## config.mk

```make
export PLATFORM = sky130hd
export DESIGN_NAME = tgl_gen
export DESIGN_NICKNAME = d
export VERILOG_FILES = /design/src/rtl/tgl_pkg.sv /design/src/rtl/tgl_cfg.sv /design/src/rtl/tgl_timer.sv /design/src/rtl/tgl_gen.sv
export SDC_FILE = /design/constraint.sdc
export NUM_CORES = 1
export LEC_CHECK = 0
export ABC_AREA = 0
export CAP_MARGIN = 20
export CORE_ASPECT_RATIO = 0.5
export CORE_UTILIZATION = 46
export DETAILED_ROUTE_END_ITERATION = 6
export GPL_TIMING_DRIVEN = 0
export PLACE_DENSITY = 0.75
export SETUP_SLACK_MARGIN = 0.15
export SYNTH_ARGS = -nofsm -noshare
export SYNTH_HDL_FRONTEND = slang
export SYNTH_HIERARCHICAL = 1
export SYNTH_SLANG_ARGS = --single-unit
```

## constraint.sdc

```tcl
create_clock -name clk -period 2.8 [get_ports clk]
set_input_delay 0.42 -clock clk [delete_from_list [all_inputs] [get_ports clk]]
set_output_delay 0.42 -clock clk [all_outputs]
set_load 0.005 [all_outputs]
```

## src/rtl/tgl_pkg.sv

```systemverilog
package tgl_pkg;
  localparam int unsigned TGL_PORT_W   = 8;
  localparam int unsigned TGL_CNT_W    = 16;
  localparam int unsigned TGL_REP_W    = 16;
  localparam int unsigned TGL_MIN_IVAL = 1;
endpackage

```

## src/rtl/tgl_cfg.sv

```systemverilog
module tgl_cfg #(
  parameter int unsigned PORT_W = tgl_pkg::TGL_PORT_W,
  parameter int unsigned CNT_W  = tgl_pkg::TGL_CNT_W,
  localparam int unsigned SEL_W = $clog2(PORT_W)
) (
  input  logic              clk,
  input  logic              rst,
  input  logic              load,
  input  logic [SEL_W-1:0]  sel,
  input  logic [CNT_W-1:0]  on_in,
  input  logic [CNT_W-1:0]  off_in,
  output logic [CNT_W-1:0]  on_c,
  output logic [CNT_W-1:0]  off_c,
  output logic [CNT_W-1:0]  on_q,
  output logic [CNT_W-1:0]  off_q,
  output logic [PORT_W-1:0] mask_q
);
  localparam logic [CNT_W-1:0] MIN_IV = CNT_W'(tgl_pkg::TGL_MIN_IVAL);

  logic [PORT_W-1:0] mask_c;

  assign on_c  = (on_in  < MIN_IV) ? MIN_IV : on_in;
  assign off_c = (off_in < MIN_IV) ? MIN_IV : off_in;

  for (genvar i = 0; i < PORT_W; i++) begin : g_dec
    assign mask_c[i] = (sel == SEL_W'(i));
  end

  always_ff @(posedge clk) begin
    if (rst) begin
      on_q   <= MIN_IV;
      off_q  <= MIN_IV;
      mask_q <= PORT_W'(1);
    end else if (load) begin
      on_q   <= on_c;
      off_q  <= off_c;
      mask_q <= mask_c;
    end
  end

  assert_min_on_R4: assert property (@(posedge clk) disable iff (rst)
    load |=> (on_q != '0) && (off_q != '0));
  assert_onehot_R10: assert property (@(posedge clk) disable iff (rst)
    load |=> $onehot0(mask_q) && (mask_q != '0));
endmodule

```

## src/rtl/tgl_timer.sv

```systemverilog
module tgl_timer #(
  parameter int unsigned CNT_W = tgl_pkg::TGL_CNT_W
) (
  input  logic             clk,
  input  logic             rst,
  input  logic             start,
  input  logic             stop,
  input  logic [CNT_W-1:0] val,
  output logic             expire,
  output logic             run,
  output logic [CNT_W-1:0] cnt
);
  localparam logic [CNT_W-1:0] ONE = CNT_W'(1);

  assign expire = run && (cnt == ONE);

  always_ff @(posedge clk) begin
    if (rst || stop) begin
      run <= 1'b0;
      cnt <= '0;
    end else if (start) begin
      run <= 1'b1;
      cnt <= val;
    end else if (run) begin
      if (cnt == ONE) begin
        run <= 1'b0;
        cnt <= '0;
      end else begin
        cnt <= cnt - ONE;
      end
    end
  end

  assert_run_nonzero_R9: assert property (@(posedge clk) disable iff (rst)
    run |-> (cnt != '0));
  assert_countdown_R9: assert property (@(posedge clk) disable iff (rst)
    (run && !start && !stop && cnt > ONE) |=> (cnt == $past(cnt) - ONE) && run);
  assert_idle_zero_R5: assert property (@(posedge clk) disable iff (rst)
    !run |-> (cnt == '0));
endmodule

```

## src/rtl/tgl_gen.sv

```systemverilog
module tgl_gen #(
  parameter int unsigned PORT_W = tgl_pkg::TGL_PORT_W,
  parameter int unsigned CNT_W  = tgl_pkg::TGL_CNT_W,
  parameter int unsigned REP_W  = tgl_pkg::TGL_REP_W,
  localparam int unsigned SEL_W = $clog2(PORT_W)
) (
  input  logic              clk,
  input  logic              rst,
  input  logic              cfg_load,
  input  logic              cfg_clear,
  input  logic [SEL_W-1:0]  cfg_sel,
  input  logic [CNT_W-1:0]  cfg_on,
  input  logic [CNT_W-1:0]  cfg_off,
  input  logic [REP_W-1:0]  cfg_rep,
  input  logic [PORT_W-1:0] port_in,
  output logic              upd_valid,
  output logic [PORT_W-1:0] upd_data,
  output logic              active,
  output logic              bit_val,
  output logic [CNT_W-1:0]  remain
);
  logic [CNT_W-1:0]  on_c, off_c, on_q, off_q, iv;
  logic [PORT_W-1:0] mask_q;
  logic [REP_W-1:0]  rep_q;
  logic              bit_q, expire, fire, more, load_ok, start;

  tgl_cfg #(.PORT_W(PORT_W), .CNT_W(CNT_W)) u_cfg (
    .clk(clk), .rst(rst), .load(load_ok), .sel(cfg_sel),
    .on_in(cfg_on), .off_in(cfg_off),
    .on_c(on_c), .off_c(off_c), .on_q(on_q), .off_q(off_q), .mask_q(mask_q)
  );

  assign load_ok = cfg_load && !cfg_clear;
  assign fire    = expire && !cfg_load && !cfg_clear;
  assign more    = (rep_q != '0);
  assign start   = load_ok || (fire && more);
  // Load times the first interval from the current level; a reload from the new one.
  assign iv = load_ok ? (bit_q ? on_c : off_c) : (!bit_q ? on_q : off_q);

  tgl_timer #(.CNT_W(CNT_W)) u_tmr (
    .clk(clk), .rst(rst), .start(start), .stop(cfg_clear), .val(iv),
    .expire(expire), .run(active), .cnt(remain)
  );

  always_ff @(posedge clk) begin
    if (rst) begin
      bit_q     <= 1'b0;
      rep_q     <= '0;
      upd_valid <= 1'b0;
      upd_data  <= '0;
    end else begin
      upd_valid <= fire;
      if (cfg_clear)          rep_q <= '0;
      else if (cfg_load)      rep_q <= cfg_rep;
      else if (fire && more)  rep_q <= rep_q - REP_W'(1);
      if (fire) begin
        bit_q    <= !bit_q;
        upd_data <= (port_in & ~mask_q) | (bit_q ? '0 : mask_q);
      end
    end
  end

  assign bit_val = bit_q;

  assert_toggle_R1: assert property (@(posedge clk) disable iff (rst)
    upd_valid |-> (bit_q != $past(bit_q)));
  assert_single_strobe_R1: assert property (@(posedge clk) disable iff (rst)
    upd_valid |=> !upd_valid || $past(active));
  assert_merge_R2: assert property (@(posedge clk) disable iff (rst)
    upd_valid |-> (((upd_data ^ $past(port_in)) & ~mask_q) == '0));
  assert_bit_lane_R10: assert property (@(posedge clk) disable iff (rst)
    upd_valid |-> (((upd_data & mask_q) != '0) == bit_q));
  assert_strobe_needs_run_R5: assert property (@(posedge clk) disable iff (rst)
    upd_valid |-> $past(active));
  assert_clear_idles_R7: assert property (@(posedge clk) disable iff (rst)
    cfg_clear |=> !active && !upd_valid && (remain == '0) && $stable(bit_q));
  assert_reset_state_R8: assert property (@(posedge clk)
    $past(rst) |-> !active && !bit_q && !upd_valid);
endmodule

```

Word level (Yosys, flattened, before mapping)
Cells that the tools add are included.
W data, S select, Z words.
{"block": "totals", "regBits": 83, "output_inout_bits": 27}
{"block": "classes", "add_sub_neg": 2, "order_cmp": 2, "eq_ne": 8, "muxes": 14, "bitwise_logic": 3, "reduce_logical": 15}
{"operator": "$mux W16", "count": 10}
{"operator": "$lt A16 B1 Y1 const B", "count": 2}
{"operator": "$sub A16 B1 Y16 const B", "count": 2}
{"operator": "$eq A16 B1 Y1 const B", "count": 1}
{"operator": "$reduce_bool A16 Y1", "count": 1}
{"operator": "$eq A3 B3 Y1 const B", "count": 4}
{"operator": "$and A8 B8 Y8", "count": 1}
{"operator": "$mux W8", "count": 1}
{"operator": "$not A8 Y8", "count": 1}
{"operator": "$or A8 B8 Y8", "count": 1}
{"operator": "$eq A3 B2 Y1 const B", "count": 2}
{"operator": "$logic_and A1 B1 Y1", "count": 5}
{"operator": "$reduce_bool A2 Y1", "count": 2}
{"operator": "$eq A3 B1 Y1 const B", "count": 1}
{"operator": "$logic_not A1 Y1", "count": 3}
{"operator": "$logic_not A3 Y1", "count": 1}
{"operator": "$mux W1", "count": 3}
{"operator": "$logic_or A1 B1 Y1", "count": 2}
{"operator": "$reduce_or A2 Y1", "count": 1}

Logic depth before layout (Yosys ltp)
Gate-level depths: netlist of run 1.
{"block": "depth", "word_depth": 7, "mapped_depth": 14}

By module
Netlist of run 1, hierarchy kept.
{"mod": "tgl_gen", "n_inst": 1, "cells_each": 180, "area_each_um2": 1747.9}
{"mod": "tgl_cfg", "n_inst": 1, "cells_each": 182, "area_each_um2": 1657.8}
{"mod": "tgl_timer", "n_inst": 1, "cells_each": 135, "area_each_um2": 1138.6}

Worst setup path before layout of run 1
OpenSTA, ideal clock, no wires.
{"block": "synth_path", "kind": "register -> register", "start": "register u_tmr.cnt[4]", "end": "register u_tmr.cnt[9]", "arrival_ns": 2.659, "required_time_ns": 2.675, "path_slack_ns": 0.016, "stages_incl_launch_ff": 14, "n_path_buf": 4, "synth_period_minus_slack_ns": 2.784, "cell_sequence": "dfxtp_1 buf_6 nor4_4 nand4_2 buf_4 nor2_1 nor3b_2 nand2_1 o21ai_0 clkbuf_1 clkbuf_1 nor3b_1 a21oi_1 o22ai_2"}
{"block": "synth_between", "elab_chain_cells": 7, "elab_cells_between_ends": 11, "cone_classes": "1 x add/sub; 1 x eq/ne; 3 x mux; 6 x reduce/logical"}
{"item": "from (decl)", "line": "tgl_timer.sv:11", "source": "output logic [CNT_W-1:0] cnt"}
{"item": "from (signal assigned)", "line": "tgl_timer.sv:23", "source": "cnt <= val;"}
{"item": "from (signal assigned)", "line": "tgl_timer.sv:29", "source": "cnt <= cnt - ONE;"}
{"item": "$eq A16 B1 Y1 (*)", "line": "tgl_timer.sv:15", "source": "assign expire = run && (cnt == ONE);"}
{"item": "$logic_and A1 B1 Y1 (*)", "line": "tgl_timer.sv:15"}
{"item": "via expire", "line": "tgl_gen.sv:25", "source": "logic bit_q, expire, fire, more, load_ok, start;"}
{"item": "$logic_and A1 B1 Y1 (*) (2 in a row)", "line": "tgl_gen.sv:34", "source": "assign fire = expire && !cfg_load && !cfg_clear;"}
{"item": "$logic_and A1 B1 Y1 (*)", "line": "tgl_gen.sv:36", "source": "assign start = load_ok || (fire && more);"}
{"item": "$logic_or A1 B1 Y1 (*)", "line": "tgl_gen.sv:36"}
{"item": "via start", "line": "tgl_gen.sv:25"}
{"item": "$mux W16 or $reduce_bool A2 Y1 (tied branches)"}
The timed path passes the listed nets; every way through them passes the cells marked *. The select of a mux whose other input is x is not followed.
A chain may end at the register's enable or synchronous reset.

Final worst setup path of run 1
{"block": "layout_path", "start": "register u_tmr.cnt[11]", "end": "register rep_q[15]"}
{"block": "layout_between", "elab_chain_cells": 6}
{"item": "$eq A16 B1 Y1", "line": "tgl_timer.sv:15"}
{"item": "$logic_and A1 B1 Y1", "line": "tgl_timer.sv:15"}
{"item": "via expire", "line": "tgl_gen.sv:25"}
{"item": "$logic_and A1 B1 Y1 (2 in a row)", "line": "tgl_gen.sv:34"}
{"item": "$logic_and A1 B1 Y1", "line": "tgl_gen.sv:55", "source": "else if (fire && more) rep_q <= rep_q - REP_W'(1);"}
{"item": "$reduce_bool A2 Y1 (no line)"}
{"item": "to (signal assigned)", "line": "tgl_gen.sv:54", "source": "else if (cfg_load) rep_q <= cfg_rep;"}
{"item": "to (signal assigned)", "line": "tgl_gen.sv:55"}
{"item": "to (decl)", "line": "tgl_gen.sv:24", "source": "logic [REP_W-1:0] rep_q;"}
The timed path passes the listed nets, and every way through them passes these cells.

==> metrics.md, run 1 <==
| Metric | Value |
|---|---|
| Status | `finished, final reports clean` |
| Crit-path max FO | `4` |
| Clk sinks | `83` |
| RSZ-0062 raised after global routing | `false` |
| Die area | `between 10000 and 15000 sq um` |
| Root Driver | `clkbuf_16` |
| DRC | `0` |
| Ys flop type | `dfxtp_1` |
| Dpl ws | `-0.347 ns` |
| Fin worst setup slack | `about 0.3 ns` |
| Post-route cell area | `6090 sq um` |
| Register bit total from synthesis | `83` |
| Total GRT Usage | `0.252` |
| IO Pins | `90` |
| Syn avg cell area | `just over 9 sq um` |
| CTS tree | `yes` |
| Most frequent cells in the layout | `88 x clkdlybuf4s50_1, 80 x dfxtp_1, 58 x nor2_1` |
| Share of layout cells above drive strength 1 | `0.158` |
| Syn nets | `~560` |
| Register area share after synthesis | `0.366` |
| EDFF count, synth | `0` |
| Layout net count | `674` |
| Rows | `25` |
| Mapped cell area | `~4500 sq um` |
| Placeable Area | `9510 sq um` |
| Total power | `approximately 3 mW` |
| DPL Wire Length | `around 9.0 mm` |
| Vias in the first global route | `about 3900` |
| Yosys top cell by area | `dfxtp_1` |
| Final min period | `roughly 2.5 ns` |
| Die extent in x | `approximately 140 um` |
| Clock Skew | `~0.009 ns` |
| LEAKAGE | `2.15 nW` |
| Worst slew margin | `0.506` |
| Critical Path RT | `~3 ns` |
| Worst skew pair latency | `0.34 ns` |
| WL final | `12.8 mm` |
| Antenna violations before repair | `0` |
| Period utilization | `0.895` |
| # Max-Cap Violations | `0` |
| Commonest non-fill, non-tap cell in the layout | `clkdlybuf4s50_1` |
| Setup TNS | `0 ns` |
| Starting Density | `0.478` |
| Worst vdd rail ir drop | `around 0.00033 V` |
| Ys async rst share | `0` |
| DRT iter0 DRCs | `about 320` |
| Hold Vio Cnt, Final | `0` |
| PortBufs | `88` |
| PD cells | `about 490 nW/um^2` |
| Hold Buf Count CTS | `0` |
| Yosys warnings | `6` |
| Initial DRT Pass Iterations | `4` |
| CTS H-tree depth | `3` |
| Setup crit start kind | `flop` |
| Yosys cell types | `64` |
| Hold Path Class | `in -> reg` |
| Routed Antenna Nets | `0` |
| Worst Setup End Kind | `flop` |
| Largest net degree at the start of global routing | `15` |
| Critical path class | `reg -> reg` |
| Crit path DAT | `2.71 ns` |
| Fmax | `approximately 400 MHz` |
| N_diodes | `0` |
| CTS Buf Count | `9` |
| Routed vias | `4226` |
| Final setup fails | `0` |
| Overflow after GRT | `0` |
| Clock tree buffer depth | `2` |
| Placed cell area | `5610 sq um` |
| Final GP Congestion | `0.881` |
| Share of the synthesized area in the top cell type | `0.366` |
| Area Growth Syn to Fin | `34.1%` |
| Dominant cells by area after synthesis | `dfxtp_1 37%, mux2i_1 8.4%, mux4_2 7.9%` |
| Routed len/inst | `roughly 17 um` |
| First-pass GRT wire length | `19.9 mm` |
| Worst-Margin Slew | `roughly 0.74 ns` |
| Hold Slack | `between 0.4 and 0.5 ns` |
| Post-synthesis cell count | `between 400 and 500` |
| Clk pin slew, worst setup/hold paths | `about 0.06 ns` |
| Pins over their slew limit | `0` |
| Die span in y | `between 70 and 80 um` |
| Vias/cell | `approximately 5.6` |
[through the flow]
stage | utilization | std cells
after floorplan | - | 497
final | 0.641 | 748
after global placement | 0.590 | 720
after CTS | 0.629 | 741
after global routing | 0.641 | 748
after detailed placement | 0.590 | 720
[worst paths after layout]
path                    from              end  slack [ns]  depth (start not counted)
max            u_tmr/cnt[11]        rep_q[15]        0.29                         11
min                 cfg_load         rep_q[1]        0.42                          3
max reg2reg    u_tmr/cnt[11]        rep_q[15]        0.29                         11
min reg2reg  u_cfg/mask_q[7]  u_cfg/mask_q[7]        0.49                          2
[worst max-delay path: stages, from the launching register on]
cell and delay, ns:
dfxtp_1 0.35, nor4_4 0.40, nand4_2 0.17, buf_6 0.17, nor2_4 0.07, nor3b_4 0.22
buf_6 0.13, nand4b_1 0.17, buf_4 0.21, nor4b_4 0.25, xnor2_1 0.14, a21oi_1 0.08
[kinds of logic (layout without fill, tap and decap cells)]
logic type      Yosys count  in the layout  share of synthesized area
simple gates            173            173                      0.219
xor+xnor                 20             20                     0.0385
mux                      56             56                      0.168
flops                    83             83                      0.366
compound gates           93             93                      0.126
buf+inv                  69            185                     0.0754
fa+ha+maj                 3              3                    0.00826
[area by class of cell]
type / instances / area [sq um]
buffer: 59 / 318
clock buffer: 11 / 243
clock inverter: 5 / 60.1
fill: 804 / 3410
inverter: 10 / 37.5
multi-input combinational: 345 / 2620
sequential: 83 / 1670
tap: 135 / 169
timing repair buffer: 100 / 975
[flip-flops by register name, indices dropped and copies added, names as in the netlist]
signal,flops
bit_val,1
upd_valid,1
u_tmr/cnt,16
u_cfg/on_q,16
u_cfg/off_q,16
u_cfg/mask_q,8
rep_q,16
u_tmr/run,1
upd_data,8
[synthesized netlist by cell type, types with 2 or more instances]
| master | n |
|---|---|
| nor4b_1 | 3 |
| nand2_1 | 15 |
| dfxtp_1 | 83 |
| a32oi_1 | 2 |
| or4_4 | 4 |
| or2_2 | 3 |
| clkbuf_1 | 43 |
| o21ai_0 | 13 |
| a211oi_1 | 10 |
| a21oi_1 | 42 |
| buf_6 | 3 |
| buf_12 | 3 |
| nor4_1 | 11 |
| ha_1 | 3 |
| nand4_1 | 10 |
| nand4b_1 | 4 |
| xnor2_1 | 10 |
| nor2b_1 | 6 |
| a31oi_1 | 2 |
| o22ai_1 | 4 |
| buf_2 | 7 |
| nor4_2 | 2 |
| inv_1 | 9 |
| o21ai_1 | 4 |
| nor2_1 | 60 |
| o211ai_1 | 3 |
| nand3_1 | 10 |
| nor3b_1 | 12 |
| mux2i_1 | 38 |
| mux2_2 | 2 |
| nor3_1 | 16 |
| buf_1 | 2 |
| mux4_2 | 16 |
| nand2b_1 | 2 |
| nor3_2 | 2 |
| xor2_1 | 10 |
[timing repair]
| item | CTS | global route |
|---|---|---|
| pin swaps | 3 | 5 |
| gates resized for setup | 8 | 19 |
| setup buffers | 5 | 7 |
| hold endpoints to repair | 0 | 0 |
| endpoints found under the setup margin | 39 | 60 |
[metal layers]
| metal | up-vias | GRT usage | part of all wire |
|---|---|---|---|
| met5 | - | 0 | 0 |
| met1 | 2050 | 0.344 | 0.46 |
| li1 | 2020 | - | - |
| met4 | 0 | 0.0621 | 0.0083 |
| met2 | 144 | 0.399 | 0.46 |
| met3 | 12 | 0.0653 | 0.069 |
[power breakdown]
part	total (mW)	switching, mW	internal [mW]	leakage, nW
logic	0.516	0.252	0.265	1.32
clock network	1.21	0.495	0.719	0.146
registers	1.26	0.0406	1.22	0.678
Note: power is estimated with default switching activity, not from simulation.
==> run 2: changes to the inputs <==
--- a/config.mk
+++ b/config.mk
@@ -7,7 +7,7 @@
 export LEC_CHECK = 0
 export ABC_AREA = 0
 export CAP_MARGIN = 20
-export CORE_ASPECT_RATIO = 0.5
+export CORE_ASPECT_RATIO = 1.2
 export CORE_UTILIZATION = 46
 export DETAILED_ROUTE_END_ITERATION = 6
 export GPL_TIMING_DRIVEN = 0
==> run 2 against run 1 <==
Effect of this change:
- cell count down 1.7%
- count of clock-buffer cells in the layout down 2
- clock skew down 0.0048 ns
- routed wire length down 2.1%
- sequential share of layout area up 0.11 points
- maximum frequency down 3.6%
- register-to-register slack worse by 0.09 ns
- sequential power about the same
- non-clock buffer count down 1
- die area down 0.21%
- via count down 0.31%
- core utilization down 0.63 points
==> metrics.md, run 2 (synthesized netlist as in run 1, its figures left out) <==
| Metric | Value |
|---|---|
| Routed Antenna Nets | `0 (unchanged)` |
| Dpl ws | `-0.359 ns (-0.0125 ns)` |
| Antenna violations before repair | `0 (unchanged)` |
| DRT iter0 DRCs | `198 (-38%)` |
| Final core utilization | `0.635 (-0.00631)` |
| Layout net count | `673 (-0.15%)` |
| CTS H-tree depth | `3 (unchanged)` |
| Clk pin slew, worst setup/hold paths | `0.06 ns (about the same)` |
| Worst-Margin Slew | `0.710 ns (-0.0316 ns)` |
| RSZ-0062 raised after global routing | `true` |
| Psw | `769 uW (-2.3%)` |
| Fill count | `823 (+2.4%)` |
| Final min period | `2.60 ns (+0.0938 ns)` |
| Die extent in x | `92.7 um (-35%)` |
| Hold Slack | `0.433 ns (+0.0148 ns)` |
| Placed cell area | `5590 sq um (-0.27%)` |
| Routed len/inst | `17.0 um (-0.41%)` |
| Share of layout cells above drive strength 1 | `0.162 (+0.00353)` |
| Post-route cell area | `6070 sq um (-0.41%)` |
| DRC | `0 (unchanged)` |
| Hold Path Class | `in -> reg` |
| N_diodes | `0 (unchanged)` |
| Final GP Congestion | `0.888 (+0.82%)` |
| WL final | `12.5 mm (-2.1%)` |
| Vias in the first global route | `4096 (+4.0%)` |
| Largest net degree at the start of global routing | `15 (unchanged)` |
| Total power | `2.94 mW (-1.7%)` |
| Routed vias | `4213 (-0.31%)` |
| Sw Ratio | `0.261 (-0.00169)` |
| Flop pwr share | `0.429 (+0.007)` |
| P_int | `2.17 mW (-1.5%)` |
| Hold Path Cell Cnt | `3 (unchanged)` |
| IO Pins | `90 (unchanged)` |
| Crit path DAT | `2.86 ns (+0.15 ns)` |
| Worst Setup End Kind | `flop` |
| Overflow after GRT | `0 (unchanged)` |
| Final setup fails | `0 (unchanged)` |
| Period utilization | `0.928 (+0.0335)` |
| Worst slew margin | `0.527 (+0.0211)` |
| Area Growth Syn to Fin | `33.6%` |
| Critical path class | `reg -> reg` |
| Logic pwr share | `0.172 (about the same)` |
| Critical Path RT | `3.06 ns (+0.06 ns)` |
| Vias/cell | `5.73 (+1.5%)` |
| Clock Skew | `0.00443 ns (-0.00484 ns)` |
| Worst vdd rail ir drop | `0.000323 V (-2.9%)` |
| Fmax | `385 MHz (-3.6%)` |
| Die area | `10300 sq um (-0.21%)` |
| First-pass GRT wire length | `19.9 mm (about the same)` |
| CTS Buf Count | `9 (unchanged)` |
| Commonest non-fill, non-tap cell in the layout | `clkdlybuf4s50_1` |
| Hold Vio Cnt, Final | `0 (unchanged)` |
| Cells after DPL | `708 (-1.7%)` |
| Status | `finished, final reports clean` |
| Starting Density | `0.475 (-0.00275)` |
| Worst skew pair latency | `0.34 ns (about the same)` |
| PortBufs | `88 (unchanged)` |
| Fin worst setup slack | `0.200 ns (-0.0938 ns)` |
| Total GRT Usage | `0.246 (-0.00521)` |
| Root Driver | `clkbuf_16` |
| CTS tree | `yes` |
| Hold Buf Count CTS | `0 (unchanged)` |
| Number of cells on the worst reg-to-reg path | `12 (+1)` |
| Layout Cells excl Fill | `735 (-1.7%)` |
| Setup TNS | `0 ns (unchanged)` |
| Die span in y | `111 um (+53%)` |
| Clk sinks | `83 (unchanged)` |
| Rows | `39 (+56%)` |
| Clock power frac | `0.399 (-0.007)` |
| Setup crit start kind | `flop` |
| LEAKAGE | `2.14 nW (-0.50%)` |
| Pins over their slew limit | `0 (unchanged)` |
| Clock tree buffer depth | `2 (unchanged)` |
| Placeable Area | `9560 sq um (+0.58%)` |
| # Max-Cap Violations | `0 (unchanged)` |
| PD cells | `485 nW/um^2 (-1.3%)` |
| R2R Setup Slk | `0.20 ns (-0.09 ns)` |
| Crit-path max FO | `5 (+1)` |
| DPL Wire Length | `8.84 mm (-1.8%)` |
| Most frequent cells in the layout | `88 x clkdlybuf4s50_1, 80 x dfxtp_1, 59 x nor2_1` |
| Initial DRT Pass Iterations | `5 (+1)` |
## run 2: cell type report
cell class / count / area, sq um / share of cell area
repair buffers: 99 / 971 / 0.160
multi-input cells: 345 / 2620 / 0.432
well taps: 123 / 154 / 0.0254
plain buffers: 59 / 323 / 0.0532
clock buffers: 9 / 225 / 0.0371
flip-flops and latches: 83 / 1670 / 0.275
clock inverters: 7 / 68.8 / 0.0113
inverters: 10 / 37.5 / 0.00618
## run 2: worst paths after layout
| kind | startpoint | end |
|---|---|---|
| max | u_tmr/cnt[1] | rep_q[11] |
| min | cfg_load | rep_q[1] |
| max reg2reg | u_tmr/cnt[1] | rep_q[11] |
| min reg2reg | u_cfg/mask_q[5] | u_cfg/mask_q[5] |
## run 2: metal layers
metal / global-route usage / up-vias / part of all wire
li1: - / 2022 / -
met2: 0.413 / 174 / 0.50
met4: 0.0995 / 0 / 0.023
met5: 0 / - / 0
met1: 0.306 / 1994 / 0.42
met3: 0.0508 / 23 / 0.063
## run 2: power groups by stage
stage	Sequential, mW	Combinational, mW	Clock [mW]
2_1_floorplan	1.28	0.288	0
3_3_place_gp	1.28	0.466	0
3_5_place_dp	1.29	0.472	0
4_1_cts	1.26	0.487	1.19
5_1_grt	1.27	0.543	1.24
6_report	1.26	0.506	1.17
## run 2: repair_timing
item	4_1_cts	5_1_grt
setup buffers	5	6
gates resized for setup	14	19
pin swaps	4	6
gates cloned	0	0
endpoints found under the setup margin	38	33
## run 2: worst max-delay path, stage by stage, from the launching register on
cell,delay (ns)
dfxtp_4,0.35
inv_2,0.07
ha_2,0.17
nor4b_4,0.21
nand4_2,0.15
buf_6,0.16
nor2_4,0.08
nor3b_4,0.23
buf_6,0.14
nand4b_1,0.10
buf_6,0.17
or4b_1,0.51
a31oi_1,0.18
